### config.mk
export PLATFORM = sky130hd
export DESIGN_NAME = trng_regfront
export DESIGN_NICKNAME = d
export VERILOG_FILES = /design/src/rtl/trng_pkg.sv /design/src/rtl/trng_word_fifo.sv /design/src/rtl/trng_condrst.sv /design/src/rtl/trng_regfront.sv
export SDC_FILE = /design/constraint.sdc
export NUM_CORES = 1
export LEC_CHECK = 0
export ABC_AREA = 1
export BUFFER_PORTS_ARGS = -buffer_cell sky130_fd_sc_hd__buf_2
export CAP_MARGIN = 20
export CORE_ASPECT_RATIO = 2
export CORE_MARGIN = 5
export CORE_UTILIZATION = 51
export CTS_BUF_LIST = sky130_fd_sc_hd__clkbuf_4 sky130_fd_sc_hd__clkbuf_8
export CTS_CLUSTER_SIZE = 24
export DETAILED_ROUTE_END_ITERATION = 16
export HOLD_SLACK_MARGIN = 0.08
export PLACE_DENSITY_LB_ADDON = 0.1
export SLEW_MARGIN = 0
export SYNTH_ARGS = -nofsm -noshare
export SYNTH_HDL_FRONTEND = slang
export SYNTH_HIERARCHICAL = 1
export SYNTH_SLANG_ARGS = --single-unit
### constraint.sdc
create_clock -name clk -period 3 [get_ports clk]
set_clock_uncertainty 0.1 [all_clocks]
set_input_delay 0.6 -clock clk [delete_from_list [all_inputs] [get_ports clk]]
set_output_delay 0.6 -clock clk [all_outputs]
set_load 0.02 [all_outputs]
### src/rtl/trng_pkg.sv
package trng_pkg;

    // Register byte offsets (software depends on these)
    localparam int OFS_CTRL = 'h00;
    localparam int OFS_STAT = 'h04;
    localparam int OFS_DATA = 'h08;

    // Control word bit positions
    localparam int CB_EN      = 2;
    localparam int CB_IE      = 3;
    localparam int CB_CEDOFF  = 5;
    localparam int CB_CFG_LO  = 8;
    localparam int CB_CFG_HI  = 25;
    localparam int CB_CRST    = 30;

    // Status word bit positions
    localparam int SB_READY   = 0;
    localparam int SB_CLK_LV  = 1;
    localparam int SB_SEED_LV = 2;
    localparam int SB_CLK_ST  = 5;
    localparam int SB_SEED_ST = 6;

    localparam int CFG_W = CB_CFG_HI - CB_CFG_LO + 1;

    typedef enum logic [1:0] {
        CRST_IDLE = 2'd0,
        CRST_HOLD = 2'd1,
        CRST_RUN  = 2'd2
    } crst_state_e;

    typedef struct packed {
        logic             en;
        logic             ie;
        logic             ced_off;
        logic [CFG_W-1:0] cfg;
    } ctrl_t;

    function automatic logic [31:0] pack_ctrl(ctrl_t c, logic busy);
        logic [31:0] v;
        v = '0;
        v[CB_EN]                = c.en;
        v[CB_IE]                = c.ie;
        v[CB_CEDOFF]            = c.ced_off;
        v[CB_CFG_HI:CB_CFG_LO]  = c.cfg;
        v[CB_CRST]              = busy;
        return v;
    endfunction

    function automatic logic [31:0] pack_stat(logic rdy, logic clk_lv, logic seed_lv,
                                              logic clk_st, logic seed_st);
        logic [31:0] v;
        v = '0;
        v[SB_READY]   = rdy;
        v[SB_CLK_LV]  = clk_lv;
        v[SB_SEED_LV] = seed_lv;
        v[SB_CLK_ST]  = clk_st;
        v[SB_SEED_ST] = seed_st;
        return v;
    endfunction

endpackage

### src/rtl/trng_word_fifo.sv
module trng_word_fifo #(
    parameter int DEPTH = 4,   // power of two
    parameter int W     = 32,
    localparam int PTR_W = (DEPTH > 1) ? $clog2(DEPTH) : 1,
    localparam int CNT_W = $clog2(DEPTH + 1)
) (
    input  logic             clk,
    input  logic             rst,
    input  logic             flush,
    input  logic             push,
    input  logic [W-1:0]     din,
    input  logic             pop,
    output logic [W-1:0]     dout,
    output logic [CNT_W-1:0] count,
    output logic             empty,
    output logic             full
);
    logic [W-1:0]     mem [DEPTH];
    logic [PTR_W-1:0] wptr_q, rptr_q;
    logic [CNT_W-1:0] cnt_q;

    always_ff @(posedge clk) begin
        if (push) mem[wptr_q] <= din;
    end

    always_ff @(posedge clk) begin
        if (rst || flush) begin
            wptr_q <= '0;
            rptr_q <= '0;
            cnt_q  <= '0;
        end else begin
            if (push) wptr_q <= wptr_q + PTR_W'(1);
            if (pop)  rptr_q <= rptr_q + PTR_W'(1);
            cnt_q <= cnt_q + CNT_W'(push) - CNT_W'(pop);
        end
    end

    assign dout  = mem[rptr_q];
    assign count = cnt_q;
    assign empty = (cnt_q == '0);
    assign full  = (cnt_q == CNT_W'(DEPTH));
endmodule

### src/rtl/trng_condrst.sv
module trng_condrst
    import trng_pkg::*;
#(
    parameter int RST_CYCLES = 16,
    localparam int CNT_W = (RST_CYCLES > 1) ? $clog2(RST_CYCLES) : 1
) (
    input  logic clk,
    input  logic rst,
    input  logic start_i,    // control write with reset bit = 1
    input  logic release_i,  // control write with reset bit = 0
    output logic busy_o,
    output logic done_o
);
    crst_state_e      state_q;
    logic [CNT_W-1:0] cnt_q;

    assign busy_o = (state_q != CRST_IDLE);
    assign done_o = (state_q == CRST_RUN) && (cnt_q == '0) && !start_i;

    always_ff @(posedge clk) begin
        if (rst) begin
            state_q <= CRST_IDLE;
            cnt_q   <= '0;
        end else if (start_i) begin
            state_q <= CRST_HOLD;
            cnt_q   <= '0;
        end else begin
            unique case (state_q)
                CRST_HOLD: if (release_i) begin
                    state_q <= CRST_RUN;
                    cnt_q   <= CNT_W'(RST_CYCLES - 1);
                end
                CRST_RUN: begin
                    if (cnt_q == '0) state_q <= CRST_IDLE;
                    else             cnt_q   <= cnt_q - CNT_W'(1);
                end
                default: ;
            endcase
        end
    end
endmodule

### src/rtl/trng_regfront.sv
module trng_regfront
    import trng_pkg::*;
#(
    parameter int ADDR_W     = 4,
    parameter int FIFO_DEPTH = 4,
    parameter int RST_CYCLES = 16,
    localparam int FCNT_W = $clog2(FIFO_DEPTH + 1)
) (
    input  logic              clk,
    input  logic              rst,
    input  logic              bus_rd,
    input  logic              bus_wr,
    input  logic [ADDR_W-1:0] bus_addr,
    input  logic [31:0]       bus_wdata,
    output logic [31:0]       bus_rdata,
    input  logic              noise_valid,
    input  logic [31:0]       noise_word,
    input  logic              seed_err_i,
    input  logic              clk_err_i,
    output logic              irq
);
    ctrl_t ctrl_q;
    logic  secs_q, seis_q, ceis_q;
    logic  sel_ctrl, sel_stat, sel_data;
    logic  wr_ctrl, wr_stat, rd_data;
    logic  crst_busy, crst_done;
    logic  clk_live;
    logic  f_push, f_pop, f_flush, f_empty, f_full;
    logic [31:0]       f_dout;
    logic [FCNT_W-1:0] fifo_count;
    logic  unused_wbits;

    assign sel_ctrl = (bus_addr == ADDR_W'(OFS_CTRL));
    assign sel_stat = (bus_addr == ADDR_W'(OFS_STAT));
    assign sel_data = (bus_addr == ADDR_W'(OFS_DATA));
    assign wr_ctrl  = bus_wr & sel_ctrl;
    assign wr_stat  = bus_wr & sel_stat;
    assign rd_data  = bus_rd & sel_data;

    assign unused_wbits = ^{bus_wdata[31], bus_wdata[29:26], bus_wdata[7],
                            bus_wdata[4], bus_wdata[1:0]};

    trng_condrst #(.RST_CYCLES(RST_CYCLES)) u_crst (
        .clk       (clk),
        .rst       (rst),
        .start_i   (wr_ctrl &  bus_wdata[CB_CRST]),
        .release_i (wr_ctrl & ~bus_wdata[CB_CRST]),
        .busy_o    (crst_busy),
        .done_o    (crst_done)
    );

    assign f_flush = seed_err_i | secs_q | crst_busy;
    assign f_push  = noise_valid & ctrl_q.en & ~crst_busy & ~secs_q
                   & ~seed_err_i & ~f_full;
    assign f_pop   = rd_data & ~f_empty;

    trng_word_fifo #(.DEPTH(FIFO_DEPTH), .W(32)) u_fifo (
        .clk   (clk),
        .rst   (rst),
        .flush (f_flush),
        .push  (f_push),
        .din   (noise_word),
        .pop   (f_pop),
        .dout  (f_dout),
        .count (fifo_count),
        .empty (f_empty),
        .full  (f_full)
    );

    assign clk_live = clk_err_i & ~ctrl_q.ced_off;

    // Control: enable bits anytime, configuration only with reset bit set
    always_ff @(posedge clk) begin
        if (rst) begin
            ctrl_q <= '0;
        end else if (wr_ctrl) begin
            ctrl_q.en      <= bus_wdata[CB_EN];
            ctrl_q.ie      <= bus_wdata[CB_IE];
            ctrl_q.ced_off <= bus_wdata[CB_CEDOFF];
            if (bus_wdata[CB_CRST])
                ctrl_q.cfg <= bus_wdata[CB_CFG_HI:CB_CFG_LO];
        end
    end

    // Error flags: live seed error cleared by finished reset cycle,
    // sticky flags cleared by writing zero
    always_ff @(posedge clk) begin
        if (rst) begin
            secs_q <= 1'b0;
            seis_q <= 1'b0;
            ceis_q <= 1'b0;
        end else begin
            if (seed_err_i)     secs_q <= 1'b1;
            else if (crst_done) secs_q <= 1'b0;

            if (seed_err_i)                              seis_q <= 1'b1;
            else if (wr_stat && !bus_wdata[SB_SEED_ST])  seis_q <= 1'b0;

            if (clk_live)                                ceis_q <= 1'b1;
            else if (wr_stat && !bus_wdata[SB_CLK_ST])   ceis_q <= 1'b0;
        end
    end

    always_comb begin
        bus_rdata = '0;
        if (sel_ctrl)
            bus_rdata = pack_ctrl(ctrl_q, crst_busy);
        else if (sel_stat)
            bus_rdata = pack_stat(~f_empty, clk_live, secs_q, ceis_q, seis_q);
        else if (sel_data)
            bus_rdata = f_empty ? '0 : f_dout;
    end

    assign irq = ctrl_q.ie & (~f_empty | seis_q | ceis_q);
endmodule

==> impl_metrics.ini <==
[setup_path]
crit_family = flip-flops
crit_type = reg -> out
crit_arrival_ns = 2.02
worstPathRequired_ns = 2.30
path_cells = buf_12 -> a21oi_1 -> o21ai_0 -> nand2_1 -> nand2_1 -> o21ai_0 -> buf_2
startpoint_type = flip-flop
cp-end-kind = output pin
path_buf_inv = 2
path_max_fanout = 34
crit_slowest_cell = dfxtp_2
critical-path-max-stage-delay_ns = 0.60

[clocking]
clkLatencyLatePin_ns = 0.45
cts_hold_buf = 0
clk_pin_slew_ns = 0.09
ctsResizeCount = 0
numCtsBuffers = 17
postCtsSetupBuffers = 0
cts_htree_levels = 4
clock-sinks = 167
cts_root_buf = clkbuf_8
tritoncts = yes
cts_buffer_depth = 2

[route]
drtIter0Drc = 213
wire_per_inst_um = 14.91
avgViaCountPerCell = 4.897
drtAntennaViolNets = 0
firstDrtPassIters = 4
vias = 5010
drt_wl_total_um = 15250
route.detailed.drc = 0

[floorplan]
dieWidth_um = 94.38
die_area_um2 = 16870
die_h_um = 178.8
initial_core_util = 0.5199
core_um2 = 13970
pin_count = 108
rows = 61

[outcome]
status = complete, no violations

[cells_and_area]
fin_area_um2 = 8284
drive_gt1_frac = 0.1897
layout_commonest_cell = nand2_1
layout.nets = 903
area_delta_synth_final_pct = 14.08
final_cell_mix = 162 x nand2_1, 128 x edfxtp_1, 123 x inv_1, 98 x buf_2, 59 x nor2_1
final_cells = 1023

[power_and_ir_drop]
peakVddDrop_mv = 0.3195
cellPowerDensity_nw_per_um2 = 496.1
p_sw_w = 0.0008975
power_w = 0.004110
combPwrFrac = 0.025
clock_power_share = 0.369
leakagePower_nw = 3.462
seq_power_share = 0.606
netSwitchingFraction = 0.2184
internal_power_w = 0.003212

[sta]
fmax_mhz = 367.8
setup_slack_ns = 0.2810
slew_violations = 0
maxSlewHeadroom = 0.5946
setup-violations-final = 0
worst_pin_slew_ns = 0.6066
finalCritPeriodShare = 0.9063
hold_viol_final = 0
min_period_ns = 2.719
rsz0062_at_grt = false
fin_setup_tns_ns = 0

[logic_synthesis]
ys.flop_type = edfxtp_1
synthArstFlopShare = 0
synth_fp_nets = 801
synth_edf_count = 128
ys_ff_latch = 167
avgSynthCellArea_um2 = 10.11
ys_seq_area_frac = 0.6368
synth_area_um2 = 7262
ys_types = 29
ys.warnings.count = 6
synth_cells = 718

[placed_design]
place_area_um2 = 7898
dp_slack_ns = 0.2645
gp_congestion = 0.8269
portBuffers = 98
dp.cells = 990
hpwlAfterDp_um = 10830

[global_routing]
grt_max_degree = 61
grt_pass1_wl_um = 23570
overflow = 0
antenna_found_initial = 1
grt_pass1_vias = 5001
track_usage = 0.1885

[flow_run]
cap_violations = 0

[worst_hold_path]
min_path_type = in -> reg
metal layers:
layer  vias up  GRT usage  share of wire
li1       2553          -              -
met1      2356     0.1679           0.34
met2        77     0.3775           0.59
met3        24    0.04494          0.034
met4         0    0.09042          0.030
met5         -          0              0
final timing paths:
path,slack (ns),start,to,depth (start not counted)
max,0.28,flip-flop,bus_rdata[22],7
max reg2reg,0.65,u_fifo/count[0],u_fifo/count[1],11
min reg2reg,0.36,u_fifo/rptr_q[1],flip-flop,2
min,0.26,noise_word[2],u_fifo/mem[0][2],1
flip-flops by register name (all words and copies together), names as in the netlist, named ones only:
signal / cells
u_fifo/mem: 128
ctrl_q: 21
u_crst/cnt_q: 4
u_fifo/count: 3
u_crst/state_q: 2
u_fifo/rptr_q: 2
u_fifo/wptr_q: 2
ceis_q: 1
secs_q: 1
seis_q: 1
area by class of cell:
class / instances / area [µm²]
clock inverters: 14 / 138.9
flip-flops and latches: 167 / 4629
fillers: 1242 / 5683
well taps: 189 / 236.5
inverters: 127 / 476.7
clock buffers: 18 / 241.5
repair buffers: 113 / 644.4
multi-input cells: 394 / 1914
diodes: 1 / 2.502
stage by stage:
stage	hold WS, ns	utilization
2_1_floorplan	0.3347	-
3_3_place_gp	0.3401	0.5654
3_5_place_dp	0.3454	0.5654
4_1_cts	0.2267	0.5927
5_1_grt	0.2137	0.5931
6_report	0.2593	0.5931
cell families (layout without fill, tap and decap cells):
kind of cell | count (synthesis) | after routing | synth area share
AND/OR/NAND/NOR | 244 | 244 | 0.1396
flip-flops | 167 | 167 | 0.6368
buffers and inverters | 157 | 272 | 0.09958
AO/OA/AOI/OAI | 142 | 142 | 0.1092
adder cells (fa/ha/maj) | 8 | 8 | 0.01482
other | 0 | 1 | 0
synthesized netlist by cell type (3+ instances only):
cell / n / area, µm²
a21oi_1: 51 / 255.2
buf_2: 11 / 55.05
buf_6: 11 / 123.9
clkbuf_1: 3 / 11.26
clkbuf_8: 3 / 41.29
dfxtp_1: 39 / 780.8
edfxtp_1: 128 / 3844
ha_1: 7 / 87.58
inv_1: 123 / 461.7
inv_2: 3 / 11.26
nand2_1: 162 / 608.1
nand3_1: 10 / 50.05
nand4_1: 3 / 18.77
nor2_1: 59 / 221.5
o211ai_1: 32 / 240.2
o21ai_0: 47 / 235.2
o21ai_1: 11 / 55.05
power groups by stage:
stage | sequential (W) | combinational [W] | clock [W]
after detailed placement | 0.00254 | 0.000105 | 0
after global placement | 0.00254 | 0.000100 | 0
after CTS | 0.00249 | 0.000106 | 0.00155
after floorplan | 0.00255 | 0.0000351 | 0
final | 0.00249 | 0.000105 | 0.00151
after global routing | 0.00249 | 0.000119 | 0.00167
(Power assumes the default switching activity.)
